$ cat src/rtl/isu_pkg.sv
package isu_pkg;
  localparam int NUM_SRC = 12;
  // Latched (edge) sources; bits 2 and 4 are level-driven
  localparam logic [NUM_SRC-1:0] EDGE_MASK = 12'b1111_1110_1011;
  localparam int NUM_CLR = 10;
  localparam int BIT_RX_FULL  = 2;
  localparam int BIT_TX_EMPTY = 4;
  localparam int BIT_TX_ABORT = 6;

  localparam int OFS_MASKED  = 'h2C;
  localparam int OFS_MASK    = 'h30;
  localparam int OFS_RAW     = 'h34;
  localparam int OFS_CLR_ALL = 'h40;
  localparam int OFS_CLR_0   = 'h44;
  localparam int OFS_ABORT   = 'h80;

  typedef enum logic [2:0] {
    SEL_ZERO, SEL_MASKED, SEL_MASK, SEL_RAW, SEL_ABORT
  } rdSel_e;

  typedef struct packed {
    logic [NUM_SRC-1:0] clrBits;
    logic               maskWr;
    logic               abortClr;
    rdSel_e             rdSel;
  } strobes_t;

  // Map a clear slot number to the status bit it clears
  function automatic logic [NUM_SRC-1:0] slotToBit(input int slot);
    logic [NUM_SRC-1:0] r;
    int seen;
    r = '0;
    seen = 0;
    for (int b = 0; b < NUM_SRC; b++) begin
      if (EDGE_MASK[b]) begin
        if (seen == slot) r[b] = 1'b1;
        seen++;
      end
    end
    return r;
  endfunction
endpackage

$ cat src/rtl/isu_ctrl.sv
module isu_ctrl
  import isu_pkg::*;
#(
  parameter int ADDR_W = 8
) (
  input  logic              clk,
  input  logic              rstN,
  input  logic [ADDR_W-1:0] regAddr,
  input  logic              regWrEn,
  input  logic              regRdEn,
  output strobes_t          strb
);
  localparam logic [ADDR_W-1:0] A_MASKED  = ADDR_W'(OFS_MASKED);
  localparam logic [ADDR_W-1:0] A_MASK    = ADDR_W'(OFS_MASK);
  localparam logic [ADDR_W-1:0] A_RAW     = ADDR_W'(OFS_RAW);
  localparam logic [ADDR_W-1:0] A_CLR_ALL = ADDR_W'(OFS_CLR_ALL);
  localparam logic [ADDR_W-1:0] A_ABORT   = ADDR_W'(OFS_ABORT);

  logic [NUM_SRC-1:0] slotMask [NUM_CLR];
  logic               clrAllHit;

  for (genvar s = 0; s < NUM_CLR; s++) begin : g_slot
    localparam logic [ADDR_W-1:0] SLOT_ADDR = ADDR_W'(OFS_CLR_0 + 4 * s);
    localparam logic [NUM_SRC-1:0] SLOT_BIT = slotToBit(s);
    assign slotMask[s] = (regRdEn && regAddr == SLOT_ADDR) ? SLOT_BIT : '0;
  end

  assign clrAllHit = regRdEn && (regAddr == A_CLR_ALL);

  always_comb begin
    strb.clrBits = '0;
    for (int s = 0; s < NUM_CLR; s++) strb.clrBits = strb.clrBits | slotMask[s];
    if (clrAllHit) strb.clrBits = EDGE_MASK;
    strb.abortClr = strb.clrBits[BIT_TX_ABORT];
    strb.maskWr   = regWrEn && (regAddr == A_MASK);
    if (!regRdEn)                 strb.rdSel = SEL_ZERO;
    else if (regAddr == A_MASKED) strb.rdSel = SEL_MASKED;
    else if (regAddr == A_MASK)   strb.rdSel = SEL_MASK;
    else if (regAddr == A_RAW)    strb.rdSel = SEL_RAW;
    else if (regAddr == A_ABORT)  strb.rdSel = SEL_ABORT;
    else                          strb.rdSel = SEL_ZERO;
  end

  // a single-source clear read never touches more than one bit
  p_single_clear_r5: assert property (@(posedge clk) disable iff (!rstN)
    (regRdEn && regAddr != A_CLR_ALL) |-> $onehot0(strb.clrBits));

  // writes never produce clear strobes
  p_write_no_clear_r7: assert property (@(posedge clk) disable iff (!rstN)
    (!regRdEn) |-> (strb.clrBits == '0));
endmodule

$ cat src/rtl/isu_datapath.sv
module isu_datapath
  import isu_pkg::*;
#(
  parameter int DATA_W  = 32,
  parameter int ABORT_W = 16
) (
  input  logic               clk,
  input  logic               rstN,
  input  strobes_t           strb,
  input  logic [NUM_SRC-1:0] regWrData,
  input  logic [NUM_SRC-1:0] evtPulse,
  input  logic               rxFullLvl,
  input  logic               txEmptyLvl,
  input  logic [ABORT_W-1:0] abortCause,
  output logic [DATA_W-1:0]  regRdData,
  output logic               irq
);
  logic [NUM_SRC-1:0] rawEdge;
  logic [NUM_SRC-1:0] maskReg;
  logic [ABORT_W-1:0] abortReg;
  logic [NUM_SRC-1:0] levelVec;
  logic [NUM_SRC-1:0] rawView;
  logic [NUM_SRC-1:0] maskedView;

  always_ff @(posedge clk) begin
    if (!rstN) begin
      rawEdge  <= '0;
      maskReg  <= '0;
      abortReg <= '0;
    end else begin
      // new event beats a same-cycle clear
      rawEdge <= ((rawEdge & ~strb.clrBits) | evtPulse) & EDGE_MASK;
      if (strb.maskWr) maskReg <= regWrData;
      abortReg <= (strb.abortClr ? '0 : abortReg)
                | (evtPulse[BIT_TX_ABORT] ? abortCause : '0);
    end
  end

  always_comb begin
    levelVec = '0;
    levelVec[BIT_RX_FULL]  = rxFullLvl;
    levelVec[BIT_TX_EMPTY] = txEmptyLvl;
  end

  assign rawView    = rawEdge | levelVec;
  assign maskedView = rawView & maskReg;
  assign irq        = |maskedView;

  always_comb begin
    unique case (strb.rdSel)
      SEL_MASKED: regRdData = DATA_W'(maskedView);
      SEL_MASK:   regRdData = DATA_W'(maskReg);
      SEL_RAW:    regRdData = DATA_W'(rawView);
      SEL_ABORT:  regRdData = DATA_W'(abortReg);
      default:    regRdData = '0;
    endcase
  end

  // an accepted pulse leaves its bit set
  p_event_sticks_r1: assert property (@(posedge clk) disable iff (!rstN)
    ((evtPulse & EDGE_MASK) != '0) |=>
      ((rawEdge & $past(evtPulse & EDGE_MASK)) == $past(evtPulse & EDGE_MASK)));

  // a clear without a competing pulse empties the bit
  p_clear_takes_r5: assert property (@(posedge clk) disable iff (!rstN)
    ((strb.clrBits & ~evtPulse) != '0) |=>
      ((rawEdge & $past(strb.clrBits & ~evtPulse)) == '0));

  // abort record wiped by its clear
  p_abort_clear_r9: assert property (@(posedge clk) disable iff (!rstN)
    (strb.abortClr && !evtPulse[BIT_TX_ABORT]) |=> (abortReg == '0));

  // mask takes written value
  p_mask_load_r3: assert property (@(posedge clk) disable iff (!rstN)
    strb.maskWr |=> (maskReg == $past(regWrData)));

  // nothing masked in means quiet line
  p_irq_quiet_r4: assert property (@(posedge clk) disable iff (!rstN)
    (maskReg == '0) |-> !irq);
endmodule

$ cat src/rtl/intr_status_unit.sv
module intr_status_unit
  import isu_pkg::*;
#(
  parameter int ADDR_W  = 8,
  parameter int DATA_W  = 32,
  parameter int ABORT_W = 16
) (
  input  logic               clk,
  input  logic               rstN,
  input  logic [ADDR_W-1:0]  regAddr,
  input  logic               regWrEn,
  input  logic               regRdEn,
  input  logic [NUM_SRC-1:0] regWrData,
  output logic [DATA_W-1:0]  regRdData,
  input  logic [NUM_SRC-1:0] evtPulse,
  input  logic               rxFullLvl,
  input  logic               txEmptyLvl,
  input  logic [ABORT_W-1:0] abortCause,
  output logic               irq
);
  strobes_t strb;

  isu_ctrl #(.ADDR_W(ADDR_W)) i_ctrl (
    .clk(clk), .rstN(rstN), .regAddr(regAddr),
    .regWrEn(regWrEn), .regRdEn(regRdEn), .strb(strb)
  );

  isu_datapath #(.DATA_W(DATA_W), .ABORT_W(ABORT_W)) i_dp (
    .clk(clk), .rstN(rstN), .strb(strb), .regWrData(regWrData),
    .evtPulse(evtPulse), .rxFullLvl(rxFullLvl), .txEmptyLvl(txEmptyLvl),
    .abortCause(abortCause), .regRdData(regRdData), .irq(irq)
  );
endmodule

$ cat config.mk
export PLATFORM = sky130hd
export DESIGN_NAME = intr_status_unit
export DESIGN_NICKNAME = d
export VERILOG_FILES = /design/src/rtl/isu_pkg.sv /design/src/rtl/isu_ctrl.sv /design/src/rtl/isu_datapath.sv /design/src/rtl/intr_status_unit.sv
export SDC_FILE = /design/constraint.sdc
export NUM_CORES = 1
export LEC_CHECK = 0
export BUFFER_PORTS_ARGS = -buffer_cell sky130_fd_sc_hd__buf_2
export CORE_AREA = 2 2 68 70
export CTS_CLUSTER_DIAMETER = 120
export DETAILED_ROUTE_END_ITERATION = 8
export DIE_AREA = 0 0 70 72
export GPL_TIMING_DRIVEN = 0
export PLACE_DENSITY_LB_ADDON = 0.05
export RECOVER_POWER = 50
export SYNTH_ARGS = -nofsm -noshare
export SYNTH_HDL_FRONTEND = slang
export SYNTH_SLANG_ARGS = --single-unit
$ cat constraint.sdc
create_clock -name clk -period 5.6 [get_ports clk]
set_input_delay 1.12 -clock clk [delete_from_list [all_inputs] [get_ports clk]]
set_output_delay 1.12 -clock clk [all_outputs]
set_load 0.01 [all_outputs]
==> metrics, run 1 <==
status=completed; RSZ-0062 raised after global routing=false; Num CTS Buffers=5; DRC viols=0; Post-DP Area=0.00250 mm^2; antenna violations before repair=0; crit path time final=4510 ps; critical path peak fanout=10; largest cells by area after synthesis=dfxtp_1, a22o_1, mux2i_1; setup_tns=0 ps; I/O pin cnt=87; worst skew pair latency=approximately 280 ps; Final Hold Violating Endpoints=0; CP Launch Type=input port; IR drop worst, VDD=0.137 mV; most area-hungry cell type in the Yosys netlist=dfxtp_1; Cells after Synth=220; first-pass GRT wire length=8.18 mm; Finish-stage setup viols=0; Rows=24; DR WL/cell=about 14 um; die footprint=0.00504 mm^2; TritonCTS clock tree=built; Netlist cell types=37; pwr dens=219 mW/mm^2; layout cell share with drive strength beyond 1=0.305; Total Routing Usage GR=0.207; Yosys reg bits=38; Synth Flop Type=dfxtp_1; Post-synth EDFFs=0; asr flop ratio synth=0; Post CTS Setup Buffer Count=0; Synth top area share=0.371; sequential fraction of the synthesis area=0.371; CTS resizes=0; CTS sink cnt=38; Die Y-Extent=72 um; vias=1880; yosys warns=0; total iterations of the first detailed-routing run=4; commonest non-fill, non-tap cells in the layout=buf_2, dfxtp_1, a22o_1; ANT cells=0; final slew viol count=0; nets=363; Hold Buf Count CTS=0; GRT overflow=0; Setup Skew=0 ps; die width=70 um; CTS H-tree depth=2; Critical Path RT=4480 ps; initial detailed-routing violation count=104; Port Buffers=67; Initial Util=0.480; Hold Crit Class=flop to flop; largest net degree at the start of global routing=11; clk buf depth=2; vias in the first global route=1714; vias per inst=5.22; core region area=0.00426 mm^2; MaxCap Viol Count=0; Tcrit/Tclk final=0.804; Least-Margin Pin Slew=between 800 and 900 ps; gp weighted congestion=0.908; Post-Synthesis Cell Area=0.00205 mm^2; post-route ant nets=0; Avg Synthesized Cell Area=9.31 um^2; Final WS setup=~1100 ps; Worst setup EP type=output port; worst slack at placement=1460 ps; commonest non-fill, non-tap cell in the layout=buf_2; P&R area growth vs syn=23.5%; CP arrival=approximately 3400 ps; leakage power=roughly 1.1 nW; fmax=222 MHz; root buf cell=clkbuf_8; relative slew slack=0.418; WL final=~5.1 mm; DP Wirelength=4.03 mm; Final Instance Area=around 0.0025 mm^2; critical path type=input port to output port; clk slew on worst S/H paths=around 60 ps
worst max-delay path: stages:
cell and delay, ps:
buf_2 100, clkbuf_1 240, nor4b_1 670, nor4b_2 420, clkbuf_1 380, a21oi_1 80
o22ai_1 200, buf_2 170
area by class of cell:
cell class | instances | area [um^2]
buffer | 32 | 189
sequential | 38 | 761
multi-input combinational | 151 | 1050
timing repair buffer | 67 | 334
inverter | 14 | 52.6
tap | 52 | 65.1
clock buffer | 6 | 82.6
fill | 435 | 1730
flip-flops by register name, summed over array words and instances, names as in the netlist:
signal	cells
i_dp.abortReg	16
i_dp.maskReg	12
i_dp.rawEdge	10
per-stage QoR:
stage | utilization | cells | hold slack [ps] | power [W]
finish | 0.593 | 360 | 468 | 0.000554
floorplan | - | 235 | 434 | 0.000349
global route | 0.593 | 360 | 496 | 0.000579
CTS | 0.607 | 360 | 472 | 0.000562
global placement | 0.587 | 354 | 450 | 0.000380
detailed placement | 0.587 | 354 | 449 | 0.000381
synth_stat cells (4+ instances only):
| cell type | n |
|---|---|
| a22o_1 | 19 |
| a22oi_1 | 12 |
| nand2_1 | 4 |
| buf_4 | 16 |
| buf_6 | 5 |
| mux2i_1 | 12 |
| o22ai_1 | 12 |
| clkbuf_1 | 8 |
| o31a_1 | 6 |
| and3_1 | 5 |
| a21oi_1 | 13 |
| nor2_1 | 4 |
| nor2b_1 | 14 |
| inv_1 | 13 |
| o21a_1 | 6 |
| dfxtp_1 | 38 |
routing by layer:
metal / global-route usage / share of wire
met5: 0 / 0
met4: 0.0705 / 0.013
met1: 0.274 / 0.45
met2: 0.330 / 0.44
met3: 0.0542 / 0.096
report_power, final:
group / internal [W] / leakage [nW] / switching [W]
Clock: 0.0000949 / 0.0431 / 0.0000875
Sequential: 0.000286 / 0.314 / 0.0000124
Combinational: 0.0000394 / 0.706 / 0.0000343
Total: 0.000420 / 1.06 / 0.000134
worst paths after layout:
check / startpoint / to / slack (ps) / cells past startpoint
max reg2reg: i_dp.rawEdge[10] / i_dp.rawEdge[10] / 4860 / 2
min reg2reg: i_dp.abortReg[15] / i_dp.abortReg[15] / 470 / 1
max: regAddr[2] / regRdData[3] / 1090 / 8
min: i_dp.abortReg[15] / i_dp.abortReg[15] / 470 / 1
cells by family after synthesis:
kind of cell,synth area share
AOI/OAI and AO/OA,0.272
xor gates and xnor gates,0.0128
buffers and inverters,0.133
DFF,0.371
muxes,0.0586
other,0.00183
and+or+nand+nor,0.150
No activity file was read; power rests on OpenSTA's default activity.
==> run 2: changes to the inputs <==
--- a/config.mk
+++ b/config.mk
@@ -6,10 +6,10 @@
 export NUM_CORES = 1
 export LEC_CHECK = 0
 export BUFFER_PORTS_ARGS = -buffer_cell sky130_fd_sc_hd__buf_2
-export CORE_AREA = 2 2 68 70
+export CORE_AREA = 2 2 73 75
 export CTS_CLUSTER_DIAMETER = 120
 export DETAILED_ROUTE_END_ITERATION = 8
-export DIE_AREA = 0 0 70 72
+export DIE_AREA = 0 0 75 77
 export GPL_TIMING_DRIVEN = 0
 export PLACE_DENSITY_LB_ADDON = 0.05
 export RECOVER_POWER = 50
==> constraint.sdc (replaced) <==
create_clock -name clk -period 4.1 [get_ports clk]
set_input_delay 0.82 -clock clk [delete_from_list [all_inputs] [get_ports clk]]
set_output_delay 0.82 -clock clk [all_outputs]
set_load 0.01 [all_outputs]
==> run 2 against run 1 <==
Total power grew 61%; register-to-register slack got worse by 1500 ps; non-clock buffer count stayed put; core utilization fell by 6.8 points; combinational power up 37%; critical path type unchanged; count of clock-buffer cells in the layout down 1; sequential power up 37%; setup slack got worse by 720 ps; design area is 3.3% higher; die area is 15% higher; clock power up 110%; global-route usage is 1.5 points lower.
==> metrics, run 2 (synthesis results as in run 1) <==
status=completed; CP arrival=about 2900 ps; DP Wirelength=4.20 mm; TritonCTS clock tree=built; Die Y-Extent=77 um; worst skew pair latency=290 ps; CP Launch Type=input port; die footprint=0.00578 mm^2; fillers=504; commonest non-fill, non-tap cells in the layout=buf_2, dfxtp_1, a22o_1; crit path time final=3730 ps; initial detailed-routing violation count=134; Num CTS Buffers=5; WL final=5.37 mm; die width=about 75 um; vias=1872; clk slew on worst S/H paths=80 ps; I/O pin cnt=87; Final Hold Violating Endpoints=0; antenna violations before repair=0; CTS sink cnt=38; vias per inst=4.93; CTS resizes=0; Largest register FFs=16; MaxCap Viol Count=0; P&R area growth vs syn=27.6%; Tcrit/Tclk final=0.909; vias in the first global route=1793; GRT overflow=0; Reg area=761 um^2; largest net degree at the start of global routing=14; Finished Layout Cells=between 300 and 400; Total Routing Usage GR=0.192; clk buf depth=2; fmax=268 MHz; Worst path max stage delay=520 ps; leakage power=around 1.1 nW; Critical Path RT=3280 ps; Port Buffers=67; relative slew slack=0.376; final slew viol count=0; Least-Margin Pin Slew=roughly 930 ps; commonest non-fill, non-tap cell in the layout=buf_2; ANT cells=0; core region area=~0.005 mm^2; Top Registers=i_dp.abortReg: 16 flops, i_dp.maskReg: 12 flops, i_dp.rawEdge: 10 flops; setup_tns=0 ps; CTS H-tree depth=2; layout cell share with drive strength beyond 1=0.313; Setup Skew=0 ps; Post CTS Setup Buffer Count=0; Worst setup EP type=output port; total iterations of the first detailed-routing run=4; root buf cell=clkbuf_8; DR WL/cell=14.1 um; critical path type=input port to output port; Critical Path, Cell by Cell=buf_2 -> clkbuf_1 -> nor4b_2 -> nor4b_2 -> clkbuf_1 -> a21oi_1 -> o22ai_1 -> buf_2; DRC viols=0; RSZ-0062 raised after global routing=false; slowest CP cell=nor4b_2; Finish-stage setup viols=0; first-pass GRT wire length=between 8 and 9 mm; IR drop worst, VDD=between 0.2 and 0.3 mV; Hold WS=471 ps; Top reg by flops=i_dp.abortReg; footprint of the multi-input gates=0.00105 mm^2; fin util=0.525; Hold Crit Class=flop to flop; gp weighted congestion=between 0.8 and 0.9; post-route ant nets=0; critical path peak fanout=10; Initial Util=0.412; nets=363; # placed instances=372; pwr dens=342 mW/mm^2; Hold Buf Count CTS=0; Rows=26
## run 2: layer usage
layer  routed length [um]  vias to the layer above  GRT usage
met2                 2510                       57      0.296
met3                  309                        8     0.0447
met5                    0                        -          0
met4                   90                        0     0.0625
li1                     -                      959          -
met1                 2460                      848      0.261
## run 2: area by class of cell
class                      instances  share of cell area
buffer                            32              0.0723
clock buffer                       5              0.0263
clock inverter                     3              0.0263
inverter                          14              0.0201
multi-input combinational        151               0.403
sequential                        38               0.291
tap                               70              0.0335
timing repair buffer              67               0.128
## run 2: metrics by stage
step           instance area (um^2)  total power (W)  setup slack [ps]
2_1_floorplan                  2100         0.000477              1030
3_3_place_gp                   2530         0.000521               505
3_5_place_dp                   2530         0.000521               512
4_1_cts                        2670         0.000906               508
5_1_grt                        2610         0.000929               136
6_report                       2610         0.000893               372
## run 2: final timing paths
kind	from	endpoint	slack [ps]	cells after the start
setup / recovery	regAddr[2]	regRdData[9]	370	8
hold / removal	i_dp.abortReg[14]	i_dp.abortReg[14]	470	1
setup reg to reg	i_dp.rawEdge[10]	i_dp.rawEdge[10]	3360	2
hold reg to reg	i_dp.abortReg[14]	i_dp.abortReg[14]	470	1
## run 2: where the power goes
part / internal (W) / switching, W
sequential: 0.000390 / 0.0000178
clock: 0.000244 / 0.000141
combinational: 0.0000540 / 0.0000468
## run 2: critical path: cells and delay by family
family	cells	cell delay, ps
buffers and inverters	4	910
AND/OR/NAND/NOR	2	910
AO/OA/AOI/OAI	2	260
